==> config.mk <==
export PLATFORM = sky130hd
export DESIGN_NAME = lcd_clkfrm_unit
export DESIGN_NICKNAME = d
export VERILOG_FILES = /design/src/rtl/lcdcf_pkg.sv /design/src/rtl/lcdcf_regs.sv /design/src/rtl/lcdcf_divider.sv /design/src/rtl/lcdcf_frame.sv /design/src/rtl/lcd_clkfrm_unit.sv
export SDC_FILE = /design/constraint.sdc
export NUM_CORES = 1
export LEC_CHECK = 0
export BUFFER_PORTS_ARGS = -buffer_cell sky130_fd_sc_hd__buf_2
export CORE_MARGIN = 4
export CORE_UTILIZATION = 54
export DETAILED_ROUTE_END_ITERATION = 7
export GPL_ROUTABILITY_DRIVEN = 0
export PLACE_DENSITY = 0.77
export SLEW_MARGIN = 15
export SYNTH_ARGS = -nofsm -noshare
export SYNTH_HDL_FRONTEND = slang
export SYNTH_SLANG_ARGS = --single-unit
==> constraint.sdc <==
create_clock -name clk -period 2.49 [get_ports clk]
set_input_delay 0 -clock clk [delete_from_list [all_inputs] [get_ports clk]]
set_output_delay 0 -clock clk [all_outputs]
set_load 0.05 [all_outputs]
==> src/rtl/lcdcf_pkg.sv <==
`timescale 1ns/1ps
package lcdcf_pkg;
  localparam int REG_W  = 8;
  localparam int ADDR_W = 2;
  localparam int CODE_W = 3;

  typedef enum logic [ADDR_W-1:0] {
    ADR_CLKCTL = 2'd0,
    ADR_MASK   = 2'd1,
    ADR_FLAG   = 2'd2
  } lcdcf_addr_e;

  typedef struct packed {
    logic [CODE_W-1:0] div_code;
    logic              src_slow;
    logic              clk_on;
  } clkctl_t;

  localparam clkctl_t CLKCTL_RST = '{div_code: '0, src_slow: 1'b1, clk_on: 1'b0};
endpackage

==> src/rtl/lcdcf_regs.sv <==
`timescale 1ns/1ps
module lcdcf_regs
  import lcdcf_pkg::*;
(
  input  logic              clk,
  input  logic              rst_n,
  input  logic [ADDR_W-1:0] addr,
  input  logic [REG_W-1:0]  wdata,
  input  logic              wr,
  input  logic              rd,
  input  logic              flag_q,
  output clkctl_t           ctl_q,
  output logic              mask_q,
  output logic              flag_clr,
  output logic [REG_W-1:0]  rdata
);
  localparam int CTL_W = $bits(clkctl_t);

  lcdcf_addr_e sel;
  assign sel = lcdcf_addr_e'(addr);

  always_ff @(posedge clk or negedge rst_n) begin
    if (!rst_n) begin
      ctl_q  <= CLKCTL_RST;
      mask_q <= 1'b0;
    end else if (wr) begin
      if (sel == ADR_CLKCTL) ctl_q  <= clkctl_t'(wdata[CTL_W-1:0]);
      if (sel == ADR_MASK)   mask_q <= wdata[0];
    end
  end

  // Clear request: write-one to bit 0 of the flag register.
  assign flag_clr = wr && (sel == ADR_FLAG) && wdata[0];

  always_comb begin
    rdata = '0;
    if (rd) begin
      case (sel)
        ADR_CLKCTL: rdata = {{(REG_W-CTL_W){1'b0}}, ctl_q};
        ADR_MASK:   rdata = {{(REG_W-1){1'b0}}, mask_q};
        ADR_FLAG:   rdata = {{(REG_W-1){1'b0}}, flag_q};
        default:    rdata = '0;
      endcase
    end
  end
endmodule

==> src/rtl/lcdcf_divider.sv <==
`timescale 1ns/1ps
module lcdcf_divider
  import lcdcf_pkg::*;
#(
  parameter int BASE_LOG2 = 5,
  parameter int NUM_CODES = 5,
  localparam int CNT_W    = BASE_LOG2 + NUM_CODES - 1,
  localparam int CODES    = 1 << CODE_W
) (
  input  logic              clk,
  input  logic              rst_n,
  input  logic              fast_tick,
  input  logic              slow_tick,
  input  logic              clk_on,
  input  logic              src_slow,
  input  logic [CODE_W-1:0] div_code,
  output logic              lcd_tick
);
  logic [CNT_W-1:0] term_tbl [CODES];

  // Terminal count per code; codes past NUM_CODES fall back to the base ratio.
  for (genvar g = 0; g < CODES; g++) begin : g_term
    localparam int LOG = (g < NUM_CODES) ? BASE_LOG2 + g : BASE_LOG2;
    assign term_tbl[g] = CNT_W'((1 << LOG) - 1);
  end

  logic [CNT_W-1:0] cnt_q;
  logic             at_term;
  logic             run_fast;

  assign run_fast = clk_on && !src_slow;
  assign at_term  = cnt_q >= term_tbl[div_code];

  always_ff @(posedge clk or negedge rst_n) begin
    if (!rst_n)         cnt_q <= '0;
    else if (!run_fast) cnt_q <= '0;
    else if (fast_tick) cnt_q <= at_term ? '0 : cnt_q + 1'b1;
  end

  assign lcd_tick = (run_fast && fast_tick && at_term) ||
                    (clk_on && src_slow && slow_tick);
endmodule

==> src/rtl/lcdcf_frame.sv <==
`timescale 1ns/1ps
module lcdcf_frame #(
  parameter int FRAME_TICKS = 64,
  localparam int FW = (FRAME_TICKS > 1) ? $clog2(FRAME_TICKS) : 1
) (
  input  logic clk,
  input  logic rst_n,
  input  logic clk_on,
  input  logic lcd_tick,
  input  logic flag_clr,
  output logic frame_strobe,
  output logic flag_q
);
  logic [FW-1:0] fcnt_q;
  logic          last;

  assign last         = fcnt_q == FW'(FRAME_TICKS - 1);
  assign frame_strobe = lcd_tick && last;

  always_ff @(posedge clk or negedge rst_n) begin
    if (!rst_n)        fcnt_q <= '0;
    else if (!clk_on)  fcnt_q <= '0;
    else if (lcd_tick) fcnt_q <= last ? '0 : fcnt_q + 1'b1;
  end

  // Sticky flag; a frame event outranks a software clear.
  always_ff @(posedge clk or negedge rst_n) begin
    if (!rst_n)            flag_q <= 1'b0;
    else if (frame_strobe) flag_q <= 1'b1;
    else if (flag_clr)     flag_q <= 1'b0;
  end
endmodule

==> src/rtl/lcd_clkfrm_unit.sv <==
`timescale 1ns/1ps
module lcd_clkfrm_unit
  import lcdcf_pkg::*;
#(
  parameter int FRAME_TICKS = 64,
  parameter int BASE_LOG2   = 5,
  parameter int NUM_CODES   = 5
) (
  input  logic              clk,
  input  logic              rst_n,
  input  logic              fast_tick,
  input  logic              slow_tick,
  input  logic [ADDR_W-1:0] reg_addr,
  input  logic [REG_W-1:0]  reg_wdata,
  input  logic              reg_wr,
  input  logic              reg_rd,
  output logic [REG_W-1:0]  reg_rdata,
  output logic              lcd_clk_en,
  output logic              frame_strobe,
  output logic              irq
);
  clkctl_t ctl_q;
  logic    mask_q;
  logic    flag_q;
  logic    flag_clr;
  logic    ctl_on;
  logic    ctl_slow;

  assign ctl_on   = ctl_q.clk_on;
  assign ctl_slow = ctl_q.src_slow;

  lcdcf_regs u_regs (
    .clk      (clk),
    .rst_n    (rst_n),
    .addr     (reg_addr),
    .wdata    (reg_wdata),
    .wr       (reg_wr),
    .rd       (reg_rd),
    .flag_q   (flag_q),
    .ctl_q    (ctl_q),
    .mask_q   (mask_q),
    .flag_clr (flag_clr),
    .rdata    (reg_rdata)
  );

  lcdcf_divider #(
    .BASE_LOG2 (BASE_LOG2),
    .NUM_CODES (NUM_CODES)
  ) u_div (
    .clk       (clk),
    .rst_n     (rst_n),
    .fast_tick (fast_tick),
    .slow_tick (slow_tick),
    .clk_on    (ctl_on),
    .src_slow  (ctl_slow),
    .div_code  (ctl_q.div_code),
    .lcd_tick  (lcd_clk_en)
  );

  lcdcf_frame #(
    .FRAME_TICKS (FRAME_TICKS)
  ) u_frame (
    .clk          (clk),
    .rst_n        (rst_n),
    .clk_on       (ctl_on),
    .lcd_tick     (lcd_clk_en),
    .flag_clr     (flag_clr),
    .frame_strobe (frame_strobe),
    .flag_q       (flag_q)
  );

  assign irq = flag_q && mask_q;
endmodule

Yosys cells after proc, flatten, opt, wreduce, memory -nomap -nowiden
Memory sizes are Yosys's and may differ from the RTL's.
Cells that the tools add are included.

operators by class
  add/subtract/negate cells = 2
  magnitude comparators = 2
  equal/unequal tests = 5
  reductions and logical operators = 15
  bitwise logic cells = 1
  multiplexer cells = 12

operator list
  kind                   count
  $mux W9                5
  $mux W6                3
  $pmux W5 S3            1
  $add A9 B1 Y9 const B  1
  $ge A9 B9 Y1           1
  $logic_and A1 B1 Y1    9
  $mux W8                1
  $add A6 B1 Y6 const B  1
  $eq A6 B6 Y1 const B   1
  $ge A4 B4 Y1 const B   1
  $not A3 Y4             1
  $reduce_and A2 Y1      2
  $eq A2 B1 Y1 const B   1
  $eq A2 B2 Y1 const B   1
  $logic_not A2 Y1       1
  $mux W1                2
  $ne A2 B1 Y1 const B   1
  $ne A2 B2 Y1 const B   1
  $reduce_bool A2 Y1     1
  $logic_not A1 Y1       1
  $logic_or A1 B1 Y1     1

storage, ports and cells
  memories kept = 1
  output and inout bits = 11
  flip-flop bits (word level) = 22
  ROM bits = 72

memories
  name              words  bits a word  read ports  clocked after Yosys merged registers in  write ports  RTL line             text
  (name not given)  8      9            1           0                                        0            lcdcf_divider.sv:32  assign at_term = cnt_q >= term_tbl[div_code];

Depth between registers and ports, before layout
  depth after elaboration = 9
  gate-level depth with buffers = 9
  depth with buffers taken out = 8

Hierarchy
Synthesis repeated with hierarchy kept, for this count alone.

unflattened totals
  cell total of the unflattened synthesis = 141
  area, all modules = 1426.4 um2

by module, submodules not included
  module           cells each  times used  sequential area each (um2)  area an instance (um2)
  lcdcf_divider    75          1           225.2                       708.2
  lcdcf_regs       30          1           151.4                       367.9
  lcdcf_frame      35          1           175.2                       344.1
  lcd_clkfrm_unit  1           1           0.0                         6.3

Worst setup path after synthesis
Ideal clock, no wire load.

  path type = register -> register
  from = reg, netlist name u_regs.ctl_q[2]
  to = reg u_frame.flag_q
  cell stages (with the launch flop) = 10
  clock period less this slack = 2335 ps
  data arrival time = 2269 ps
  slack = 155 ps
  buffers on the path = 1
  data required time = 2424 ps
  cell sequence = dfrtp_1 nor2_1 a22oi_1 ha_1 nand3_1 nor4b_2 a211oi_2 buf_6 nor3_4 a21o_1

between the ends
  longest elaborated chain between the ends = 9

ends and longest elaborated chain
  element                                               RTL line               text
  $not A3 Y4 (not written as such) (*)                  lcdcf_divider.sv:32
  $mem_v2 Z8 W9 (*)                                     n/a
  $mux W9 (not written as such) (*) (2 in a row)        lcdcf_divider.sv:32
  $ge A9 B9 Y1 (*)                                      lcdcf_divider.sv:32
  $logic_and A1 B1 Y1 (*)                               lcdcf_divider.sv:40    assign lcd_tick = (run_fast && fast_tick && at_term) ||
  $logic_or A1 B1 Y1 (*)                                lcdcf_divider.sv:40
  $logic_and A1 B1 Y1 (*)                               lcdcf_frame.sv:18      assign frame_strobe = lcd_tick && last;
  named net frame_strobe                                lcd_clkfrm_unit.sv:19  output logic frame_strobe,
  $mux W1 / $reduce_bool A2 Y1 (equally long branches)  n/a
  end signal, assigned                                  lcdcf_frame.sv:28      if (!rst_n) flag_q <= 1'b0;
  end signal, assigned                                  lcdcf_frame.sv:29      else if (frame_strobe) flag_q <= 1'b1;
  end signal, assigned                                  lcdcf_frame.sv:30      else if (flag_clr) flag_q <= 1'b0;
  end, declared                                         lcdcf_frame.sv:12      output logic flag_q

Mark *: on every way through the listed nets, which the timed path passes. The rest lies on a longest branch. The select of a mux whose other input is x is not followed.
A chain may end at the register's enable or synchronous reset.

Worst setup path in the final report
  from = reg, netlist name u_regs.ctl_q[3]
  to = out lcd_clk_en

between the ends
  longest elaborated chain between the ends = 7

ends and longest elaborated chain
  element                                     RTL line               text
  $not A3 Y4 (not written as such)            lcdcf_divider.sv:32
  $mem_v2 Z8 W9                               n/a
  $mux W9 (not written as such) (2 in a row)  lcdcf_divider.sv:32
  $ge A9 B9 Y1                                lcdcf_divider.sv:32
  $logic_and A1 B1 Y1                         lcdcf_divider.sv:40
  $logic_or A1 B1 Y1                          lcdcf_divider.sv:40
  end, declared                               lcd_clkfrm_unit.sv:18  output logic lcd_clk_en,

No other way between the ends. The select of a mux whose other input is x is not followed.

==> qor.csv <==
stage,metric,value,unit
synth,synth_edf_count,0,
worst_setup_path,cp_num_buf_inv,3,
timing,tightestPinTransition,500,ps
synth,commonest_cells_in_the_netlist,"21 x sky130_fd_sc_hd__dfrtp_1, 9 x sky130_fd_sc_hd__nand2_1, 8 x sky130_fd_sc_hd__a21oi_1, 7 x sky130_fd_sc_hd__mux2_2",
synth,flip_flop_cell_with_the_highest_count_after_synthesis,sky130_fd_sc_hd__dfrtp_1,
timing,number_of_slew_limit_violations_in_the_final_report,0,
clocking,path_clk_slew,130,ps
worst_setup_path,criticalPathCategory,flop to output port,
worst_setup_path,cp_top_family,compound AO/OA/AOI/OAI gates,
place,dp.cells,183,
power,power_density,519,mW/mm2
synth,syn-mean-instance-area,10.2,um2
timing,final.min_clock_period,2490,ps
global_routing,grt.overflow.total,0,
worst_setup_path,crit_path_max_incr_delay,460,ps
worst_setup_path,cp_cell_sequence,nor2b_2 > a22oi_1 > ha_1 > a41oi_1 > o21ai_1 > a211oi_2 > buf_6 > inv_1 > buf_2,
timing,slew_headroom,0.666,
finish,syn2layout_area_growth,26.2,%
routing,detailroute.via_count,1254,
timing,clock_skew,4.39,ps
power,pwr-share-seq,0.464,
timing,fmax,0.401,GHz
worst_setup_path,worstSetupEndpointType,output port,
finish,share_of_cells_above_drive_strength_1,0.356,
clocking,clock_sinks,22,
routing,routed_via_density,6.06,
timing,grt_setup_unrepaired,yes,
routing,drc_errors,0,
place,dp.final_hpwl,2.06,mm
synth,synth_area,0.00139,mm2
place,port_buffer_count,20,
die,core_area,0.00245,mm2
worst_setup_path,critPathSlowestCell,sky130_fd_sc_hd__dfrtp_2,
timing,totalNegativeSetupSlack,-3.28,ps
synth,synth_most_common_cell,sky130_fd_sc_hd__dfrtp_1,
power,power_report.internal_total,608,uW
routing,drt-pass1-iter-count,4,
die,dieArea,0.00344,mm2
finish,multi_input_area,811,um2
routing,totalWireLength,3.45,mm
finish,layout.filler_cells,176,
run,max_cap_viol_count,0,
power,p_leak,0.842,nW
synth,synth_cell_types,47,
worst_setup_path,timing.critical_path.arrival,2490,ps
routing,post_drt_wl_per_cell,16.7,um
synth,synth_top_area_frac,0.379,
synth,ys_seq_elements,22,
clocking,cts-buffers-inserted,3,
finish,layout.cells.non_filler,207,
synth,synth_top_cell_by_area,sky130_fd_sc_hd__dfrtp_1,
die,fp.dieW,58.7,um
synth,postSynth.asyncResetShare,1.00,
die,die-height,58.7,um
timing,final_min_period_over_clock_period,1.00,
global_routing,antenna_violations_before_repair,0,
timing,final_hold_viol_count,0,
clocking,htreeDepth,1,
clocking,cts_tree,built,
power,switching_share,0.331,
status,failed_checks,setup timing,
finish,design.final.nets,200,
clocking,insertion_delay,310,ps
status,run_status,finished with violations,
finish,ff_latch_area,554,um2
die,initial_core_util,0.565,
global_routing,first_global_vias,1265,
synth,yosysWarningCount,0,
timing,setup-violations-final,1,
power,power,909,uW
worst_setup_path,critPathLaunchType,flop,
clocking,cts.root.buffer_cell,sky130_fd_sc_hd__clkbuf_4,
power,power.combinational.fraction,0.310,
die,placementRows,18,
power,power.net_switching,301,uW
clocking,cts_buffer_depth,2,
global_routing,grt_max_degree,23,
routing,drt_first_iter_violations,23,
synth,synth_seq_area_share,0.398,
worst_hold_path,timing.hold.worst.class,primary input to flop,
worst_setup_path,worst-endpoint-required,2490,ps
routing,final_antenna_net_count,0,
global_routing,global_route_wire_length_before_repair,5.42,mm
timing,postLayoutSetupSlackWorst,-3.28,ps
die,top_level_ports,27,
power,irDropWorstVdd,0.460,mV
global_routing,gr-usage-all-layers,0.204,
power,clkPwrFrac,0.225,
synth,syn-instance-count,136,
finish,num_antenna_cells,0,
synth,synthTopCellsByArea,"sky130_fd_sc_hd__dfrtp_1 38%, sky130_fd_sc_hd__mux2_2 5.7%, sky130_fd_sc_hd__ha_1 5.4%",
worst_setup_path,critPathMaxFanout,5,
[repair_timing]
action / 4_1_cts / 5_1_grt
pin swaps: 2 / 2
setup endpoints to repair: 2 / 9
hold endpoints to repair: 29 / 0
gates cloned: 0 / 1
gates resized for setup: 8 / 5
setup buffers: 5 / 7
hold buffers: 7 / 0
[cell usage in the layout, fill, tap and decap left out, types with 2 or more instances in the layout]
master / synthesis / final
sky130_fd_sc_hd__a21oi_1: 8 / 7
sky130_fd_sc_hd__a22oi_1: 2 / 2
sky130_fd_sc_hd__a31oi_1: 5 / 5
sky130_fd_sc_hd__a41oi_1: 2 / 2
sky130_fd_sc_hd__and2_1: 3 / 3
sky130_fd_sc_hd__and3_1: 6 / 6
sky130_fd_sc_hd__buf_2: 0 / 20
sky130_fd_sc_hd__buf_4: 5 / 14
sky130_fd_sc_hd__buf_6: 1 / 2
sky130_fd_sc_hd__clkbuf_4: 0 / 3
sky130_fd_sc_hd__conb_1: 1 / 3
sky130_fd_sc_hd__dfrtp_1: 21 / 19
sky130_fd_sc_hd__dfrtp_2: 0 / 2
sky130_fd_sc_hd__dlygate4sd3_1: 0 / 7
sky130_fd_sc_hd__ha_1: 6 / 6
sky130_fd_sc_hd__inv_1: 4 / 4
sky130_fd_sc_hd__mux2_2: 7 / 7
sky130_fd_sc_hd__mux2i_1: 4 / 4
sky130_fd_sc_hd__nand2_1: 9 / 9
sky130_fd_sc_hd__nand2b_1: 2 / 2
sky130_fd_sc_hd__nand3_1: 6 / 5
sky130_fd_sc_hd__nand3b_1: 2 / 2
sky130_fd_sc_hd__nand4_1: 2 / 2
sky130_fd_sc_hd__nor2_1: 3 / 2
sky130_fd_sc_hd__nor2b_1: 3 / 2
sky130_fd_sc_hd__o211ai_1: 4 / 4
sky130_fd_sc_hd__o31ai_1: 3 / 3
sky130_fd_sc_hd__or2b_1: 2 / 2
[routing by layer]
| layer | global-route usage | part of all wire | up-vias |
|---|---|---|---|
| met4 | 0.0939 | 0.028 | 0 |
| met3 | 0.0307 | 0.030 | 12 |
| met1 | 0.234 | 0.40 | 629 |
| li1 | - | - | 588 |
| met2 | 0.370 | 0.54 | 25 |
| met5 | 0 | 0 | - |
[power groups by stage]
stage               registers (mW)  logic, mW  clock network [mW]
floorplan                    0.410      0.159                   0
detailed placement           0.426      0.195                   0
global route                 0.429      0.305               0.219
finish                       0.422      0.282               0.205
CTS                          0.420      0.238               0.210
global placement             0.422      0.187                   0
[area by class of cell]
cell class	count	area share
multi-input cells	104	0.463
clock buffers	4	0.0207
flip-flops and latches	22	0.316
inverters	4	0.00857
repair buffers	43	0.170
well taps	30	0.0214
[tightest hold or removal path, delay by kind of cell]
family | cells | cell delay, ps
buf+inv | 1 | 120
compound gates | 1 | 120
simple gates | 1 | 100
[kinds of logic (layout without fill, tap and decap cells)]
| group | after synthesis | count (layout) | synth area share |
|---|---|---|---|
| AO/OA/AOI/OAI | 34 | 34 | 0.180 |
| XOR/XNOR | 1 | 1 | 0.00631 |
| adder cells (fa/ha/maj) | 6 | 6 | 0.0541 |
| buffers and inverters | 12 | 51 | 0.0514 |
| flip-flops | 22 | 22 | 0.398 |
| multiplexers | 11 | 11 | 0.0857 |
| other | 1 | 3 | 0.00270 |
| AND/OR/NAND/NOR | 49 | 49 | 0.222 |
[metrics by stage]
stage | setup slack, ps | hold slack, ps | utilization | cell area, um2
2_1_floorplan | 155 | -296 | - | 1400
3_3_place_gp | 174 | -11.9 | 0.611 | 1500
3_5_place_dp | 51.8 | -7.71 | 0.611 | 1500
4_1_cts | 8.65 | 16.4 | 0.681 | 1670
5_1_grt | -185 | 49.6 | 0.714 | 1750
6_report | -3.28 | 61.4 | 0.714 | 1750
[sequential cells by signal, summed over array words and instances (netlist names)]
signal	count
u_div.cnt_q	9
u_regs.mask_q	1
u_frame.flag_q	1
u_regs.ctl_q	5
u_frame.fcnt_q	6
[worst paths after layout]
path | start | to | slack, ps | cells after the start
hold reg to reg | u_div.cnt_q[8] | u_div.cnt_q[8] | 510 | 1
setup / recovery | u_regs.ctl_q[3] | lcd_clk_en | -3 | 9
min in group asynchronous | rst_n | u_div.cnt_q[5] | 160 | 2
max in group asynchronous | rst_n | u_regs.ctl_q[3] | 1970 | 2
setup reg to reg | u_regs.ctl_q[3] | u_frame.fcnt_q[4] | 70 | 11
hold / removal | reg_addr[1] | u_frame.flag_q | 60 | 3
No activity file was read; power rests on OpenSTA's default activity.
